File: src/rtl/xpt_cfg_pkg.sv
package xpt_cfg_pkg;

    localparam int XPT_PORTS    = 34;
    localparam int XPT_CODE_W   = 6;
    localparam int XPT_ADDR_W   = 7;
    localparam int XPT_DRV_BASE = 64;

    typedef enum logic [1:0] {
        BANK_NONE = 2'd0,
        BANK_CONN = 2'd1,
        BANK_DRV  = 2'd2
    } bank_e;

    // Code values below the port count select an input; the rest disconnect.
    function automatic logic code_connects(input int code, input int nport);
        return code < nport;
    endfunction

endpackage

File: src/rtl/xpt_host_decode.sv
module xpt_host_decode
    import xpt_cfg_pkg::*;
#(
    parameter int NPORT    = XPT_PORTS,
    parameter int AW       = XPT_ADDR_W,
    parameter int DRV_BASE = XPT_DRV_BASE,
    localparam int RW      = $clog2(NPORT)
) (
    input  logic [AW-1:0] addr,
    output bank_e         bank,
    output logic [RW-1:0] row
);
    int a_int;

    always_comb begin
        a_int = int'(addr);
        bank  = BANK_NONE;
        row   = '0;
        if (a_int < NPORT) begin
            bank = BANK_CONN;
            row  = RW'(a_int);
        end else if (a_int >= DRV_BASE && a_int < DRV_BASE + NPORT) begin
            bank = BANK_DRV;
            row  = RW'(a_int - DRV_BASE);
        end
    end
endmodule

File: src/rtl/xpt_reg_rank.sv
module xpt_reg_rank #(
    parameter int NPORT = 34,
    parameter int CW    = 6,
    parameter logic [CW-1:0] RST_VAL = '0,
    localparam int RW   = $clog2(NPORT)
) (
    input  logic                clk,
    input  logic                rst,
    input  logic                wr_en,
    input  logic [RW-1:0]       wr_row,
    input  logic [CW-1:0]       wr_data,
    input  logic                xpar,
    input  logic                upd,
    output logic [NPORT*CW-1:0] stage_q,
    output logic [NPORT*CW-1:0] active_q
);
    for (genvar r = 0; r < NPORT; r++) begin : g_row
        logic hit;
        assign hit = wr_en && (wr_row == RW'(r));

        always_ff @(posedge clk) begin
            if (rst) begin
                stage_q[r*CW +: CW]  <= RST_VAL;
                active_q[r*CW +: CW] <= RST_VAL;
            end else begin
                if (hit) begin
                    stage_q[r*CW +: CW] <= wr_data;
                end
                if (hit && xpar) begin
                    active_q[r*CW +: CW] <= wr_data;
                end else if (upd) begin
                    // Copies the value staged before this edge.
                    active_q[r*CW +: CW] <= stage_q[r*CW +: CW];
                end
            end
        end
    end
endmodule

File: src/rtl/xpt_lane_mux.sv
module xpt_lane_mux
    import xpt_cfg_pkg::*;
#(
    parameter int NPORT = XPT_PORTS,
    parameter int CW    = XPT_CODE_W
) (
    input  logic [NPORT-1:0]    lane_in,
    input  logic [NPORT*CW-1:0] sel_codes,
    output logic [NPORT-1:0]    lane_out
);
    localparam int SPAN = 2 ** CW;

    logic [SPAN-1:0] lane_pad;
    assign lane_pad = SPAN'(lane_in);

    for (genvar o = 0; o < NPORT; o++) begin : g_out
        logic [CW-1:0] code;
        logic          live;
        assign code        = sel_codes[o*CW +: CW];
        assign live        = code_connects(int'(code), NPORT);
        assign lane_out[o] = live ? lane_pad[code] : 1'b0;
    end
endmodule

File: src/rtl/xpt_cfg_bank.sv
module xpt_cfg_bank
    import xpt_cfg_pkg::*;
#(
    parameter int NPORT    = XPT_PORTS,
    parameter int CW       = XPT_CODE_W,
    parameter int AW       = XPT_ADDR_W,
    parameter int DRV_BASE = XPT_DRV_BASE
) (
    input  logic                clk,
    input  logic                rst,
    input  logic [AW-1:0]       hp_addr,
    input  logic [CW-1:0]       hp_wdata,
    input  logic                hp_cs,
    input  logic                hp_we,
    input  logic                hp_re,
    input  logic                hp_upd,
    input  logic                hp_xpar,
    input  logic [NPORT-1:0]    lane_in,
    output logic [NPORT-1:0]    lane_out,
    output logic [CW-1:0]       rd_data,
    output logic [NPORT*CW-1:0] drv_code
);
    localparam int RW = $clog2(NPORT);

    bank_e         bank;
    logic [RW-1:0] row;
    logic          wr_any;
    logic          rd_any;

    logic [NPORT*CW-1:0] conn_stage;
    logic [NPORT*CW-1:0] conn_active;
    logic [NPORT*CW-1:0] drv_stage;
    logic [NPORT*CW-1:0] drv_active;

    assign wr_any = hp_cs && hp_we;
    assign rd_any = hp_cs && hp_re;

    xpt_host_decode #(.NPORT(NPORT), .AW(AW), .DRV_BASE(DRV_BASE)) u_dec (
        .addr (hp_addr),
        .bank (bank),
        .row  (row)
    );

    xpt_reg_rank #(.NPORT(NPORT), .CW(CW), .RST_VAL({CW{1'b1}})) u_conn (
        .clk      (clk),
        .rst      (rst),
        .wr_en    (wr_any && bank == BANK_CONN),
        .wr_row   (row),
        .wr_data  (hp_wdata),
        .xpar     (hp_xpar),
        .upd      (hp_upd),
        .stage_q  (conn_stage),
        .active_q (conn_active)
    );

    xpt_reg_rank #(.NPORT(NPORT), .CW(CW), .RST_VAL('0)) u_drv (
        .clk      (clk),
        .rst      (rst),
        .wr_en    (wr_any && bank == BANK_DRV),
        .wr_row   (row),
        .wr_data  (hp_wdata),
        .xpar     (hp_xpar),
        .upd      (hp_upd),
        .stage_q  (drv_stage),
        .active_q (drv_active)
    );

    xpt_lane_mux #(.NPORT(NPORT), .CW(CW)) u_mux (
        .lane_in   (lane_in),
        .sel_codes (conn_active),
        .lane_out  (lane_out)
    );

    assign drv_code = drv_active;

    always_comb begin
        rd_data = '0;
        if (rd_any) begin
            unique case (bank)
                BANK_CONN: rd_data = conn_active[int'(row)*CW +: CW];
                BANK_DRV:  rd_data = drv_active[int'(row)*CW +: CW];
                default:   rd_data = '0;
            endcase
        end
    end
endmodule

File: config.mk
export PLATFORM = sky130hd
export DESIGN_NAME = xpt_cfg_bank
export DESIGN_NICKNAME = d
export VERILOG_FILES = /design/src/rtl/xpt_cfg_pkg.sv /design/src/rtl/xpt_host_decode.sv /design/src/rtl/xpt_reg_rank.sv /design/src/rtl/xpt_lane_mux.sv /design/src/rtl/xpt_cfg_bank.sv
export SDC_FILE = /design/constraint.sdc
export NUM_CORES = 2
export LEC_CHECK = 0
export BUFFER_PORTS_ARGS = -buffer_cell sky130_fd_sc_hd__buf_2
export CAP_MARGIN = 20
export CORE_ASPECT_RATIO = 1.1
export CORE_MARGIN = 10
export CORE_UTILIZATION = 50
export DETAILED_ROUTE_END_ITERATION = 7
export GPL_ROUTABILITY_DRIVEN = 0
export PLACE_DENSITY = 0.68
export SKIP_LAST_GASP = 1
export SYNTH_ARGS = -nofsm -noshare
export SYNTH_HDL_FRONTEND = slang
export SYNTH_HIERARCHICAL = 1
export SYNTH_SLANG_ARGS = --single-unit
File: constraint.sdc
create_clock -name clk -period 8.2 [get_ports clk]
set_input_delay 0.82 -clock clk [delete_from_list [all_inputs] [get_ports clk]]
set_output_delay 0.82 -clock clk [all_outputs]
set_load 0.05 [all_outputs]
==> flow_summary_export.csv <==
group,metric,value,unit
clock_network,cts_tree,"built",
cells_and_area,multiInputGateArea,0.0311,mm2
place,portBuffers,297,
sta,slew_headroom,19.3,%
logic_synthesis,ys_async_sr_fraction,0,%
setup_path,cp.arrival,4820,ps
global_routing,antenna_found_initial,16,
floorplan,die_width,322,um
cells_and_area,regArea,0.0163,mm2
sta,fin_crit_sh,68.7,%
detailed_routing,routedWlPerCell,31.9,um
cells_and_area,drive_gt1_share,22.2,%
setup_path,critPathMaxFanout,53,
logic_synthesis,synth.area.top_cells,"dfxtp_1, mux2i_1, mux4_2",
global_routing,grt_remaining_overflow,0,
global_routing,grt_start_max_net_pins,221,
sta,period_needed,5640,ps
logic_synthesis,synth_cells,4709,
power,peakVddDrop,0.000146,V
power,p_int,6970,uW
logic_synthesis,yosys_warnings,6,
floorplan,die_area,0.113,mm2
cells_and_area,syn2layout_area_growth,8.21,%
global_routing,track_usage,32.0,%
clock_network,post_cts_buffers,0,
floorplan,die_h,352,um
cells_and_area,final_core_util,54.6,%
logic_synthesis,yosysTopAreaCell,"dfxtp_1",
detailed_routing,wirelength,190,mm
place,hpwl,122,mm
power,power.density,178,mW/mm2
logic_synthesis,ys_types,81,
floorplan,core_area,0.0993,mm2
setup_path,criticalPathCategory,"primary input to output pin",
run,drv_cap,0,
logic_synthesis,synthFlopType,"dfxtp_1",
power,switching_share,27.8,%
run_status,run_status,"finished, final reports clean",
sta,slew_viol_final,0,
clock_network,cts_resized,0,
cells_and_area,fill_cells,8581,
clock_network,cts-buffers-inserted,87,
power,p_clk_share,43.1,%
global_routing,grt_pass1_vias,38690,
floorplan,start_util,50.5,%
setup_path,crit_required,7380,ps
clock_network,clkTransAtPathRegs,60,ps
setup_path,worstSetupEndpointType,"output pin",
logic_synthesis,syn_nets,4765,
clock_network,cts.sinks,816,
logic_synthesis,synth_top_area_share,32.6,%
logic_synthesis,synth.avg_cell_area,10.6,um2
clock_network,htreeDepth,3,
logic_synthesis,yosysMostFrequentCell,"mux2i_1",
sta,setup_violations,0,
floorplan,rows,121,
sta,worst_pin_slew,1210,ps
power,p_switching,2690,uW
logic_synthesis,syn_area,0.0501,mm2
global_routing,use_met1,42.3,%
setup_path,cp-start-kind,"primary input",
clock_network,clockBufferDepth,3,
detailed_routing,ant_nets,0,
sta,fmax,0.177,GHz
global_routing,grtUsageMet2,45.6,%
detailed_routing,drc,0,
worst_hold_path,hold_class,"flip-flop to flip-flop",
clock_network,cts_root_buffer,"clkbuf_16",
global_routing,use_met3,11.6,%
detailed_routing,via_count,41543,
power,combinationalPowerShare,13.0,%
detailed_routing,first_iter_violations,5930,
logic_synthesis,ys_seq_area_share,32.6,%
detailed_routing,drt-pass1-iter-count,8,
clock_network,cts_hold_buf,0,
sta,setup_tns,0,ps
power,seq_power_share,43.8,%
logic_synthesis,synthTopCellsByCount,"mux2i_1, dfxtp_1, a211oi_1",
cells_and_area,nNetsFinal,4650,
sta,hold_viol,0,
logic_synthesis,yosys_register_bits,816,
sta,finClkSkew,24.0,ps
detailed_routing,vias_per_cell,6.97,
sta,rsz0062_at_grt,"no",
global_routing,busiest_layer,"met2",
clock_network,clk_latency,680,ps
logic_synthesis,synth-edff-count,0,
floorplan,io_pins,298,
power,power.leakage,0.0228,uW
global_routing,grt_pass1_wl,274,mm
[routing by layer]
layer  share of wire (%)  wire length [um]
met5                0.13               240
met4                 5.6             10600
met3                  14             26000
met2                  42             78800
met1                  39             74200
[per-stage QoR]
stage	hold slack, ps	area, um2	setup slack (ps)	std cells	total power, uW
final	475	54300	2560	5956	9660
after global routing	484	54300	2330	5952	9880
after CTS	476	54300	2710	5952	9620
after detailed placement	463	51300	2730	5796	5520
after global placement	460	51300	2750	5796	5500
after floorplan	449	50100	3590	4709	5140
[sequential cells by signal, indices dropped and copies added (netlist names)]
signal / flops
u_conn/active_q: 204
u_conn/stage_q: 204
u_drv/active_q: 204
u_drv/stage_q: 204
[logic make-up after synthesis]
family / count (synthesis) / synth area share, %
AO/OA/AOI/OAI: 837 / 13.0
adder cells (fa/ha/maj): 2 / 0.0499
buffers and inverters: 591 / 5.59
flip-flops: 816 / 32.6
multiplexers: 1363 / 35.5
AND/OR/NAND/NOR: 1100 / 13.3
[layout by cell type, fill, tap and decap left out, drive strengths merged, types with 23 or more instances in the layout]
| cell | synthesis | final |
|---|---|---|
| mux4 | 327 | 327 |
| nand2 | 135 | 135 |
| o21bai | 204 | 204 |
| a2111oi | 46 | 46 |
| dfxtp | 816 | 816 |
| nand3b | 24 | 24 |
| buf | 211 | 371 |
| nand3 | 23 | 23 |
| nor2b | 234 | 234 |
| nor3b | 24 | 24 |
| nor4 | 32 | 32 |
| a211oi | 434 | 434 |
| nor2 | 269 | 269 |
| mux2i | 991 | 991 |
| mux2 | 45 | 45 |
| nor3 | 58 | 58 |
| clkbuf | 364 | 122 |
| nand2b | 231 | 231 |
[path summary, 6_finish.rpt]
| kind | from | endpoint | slack [ps] | depth (start not counted) |
|---|---|---|---|---|
| hold reg to reg | u_drv/stage_q[109]$_SDFFE_PP0P_ | u_drv/stage_q[109]$_SDFFE_PP0P_ | 480 | 2 |
| hold / removal | u_drv/stage_q[109]$_SDFFE_PP0P_ | u_drv/stage_q[109]$_SDFFE_PP0P_ | 480 | 2 |
| setup reg to reg | u_conn/active_q[0]$_SDFFE_PP1P_ | u_conn/active_q[0]$_SDFFE_PP1P_ | 6670 | 3 |
| setup / recovery | hp_addr[3] | rd_data[5] | 2560 | 11 |
[critical path: stages]
cell and delay (ps):
buf_2 120, o41ai_2 400, and2_1 240, ha_4 630, buf_4 650, mux4_2 320, a22oi_1 80, a21oi_1 260
o31ai_1 130, a21oi_1 680, buf_2 410
[power groups by stage]
stage / sequential [uW] / clock (uW) / combinational (uW)
global route: 4230 / 4350 / 1300
detailed placement: 4300 / 0 / 1220
floorplan: 4150 / 0 / 994
finish: 4230 / 4170 / 1260
global placement: 4300 / 0 / 1200
CTS: 4210 / 4190 / 1220
[final cells by class]
cell class	instances	share of cell area (%)
tap	1291	2.98
multi-input combinational	3302	57.4
clock buffer	122	4.61
clock inverter	34	0.874
inverter	16	0.111
timing repair buffer	371	3.92
antenna	4	0.0184
sequential	816	30.1
Note: power is estimated with default switching activity, not from simulation.
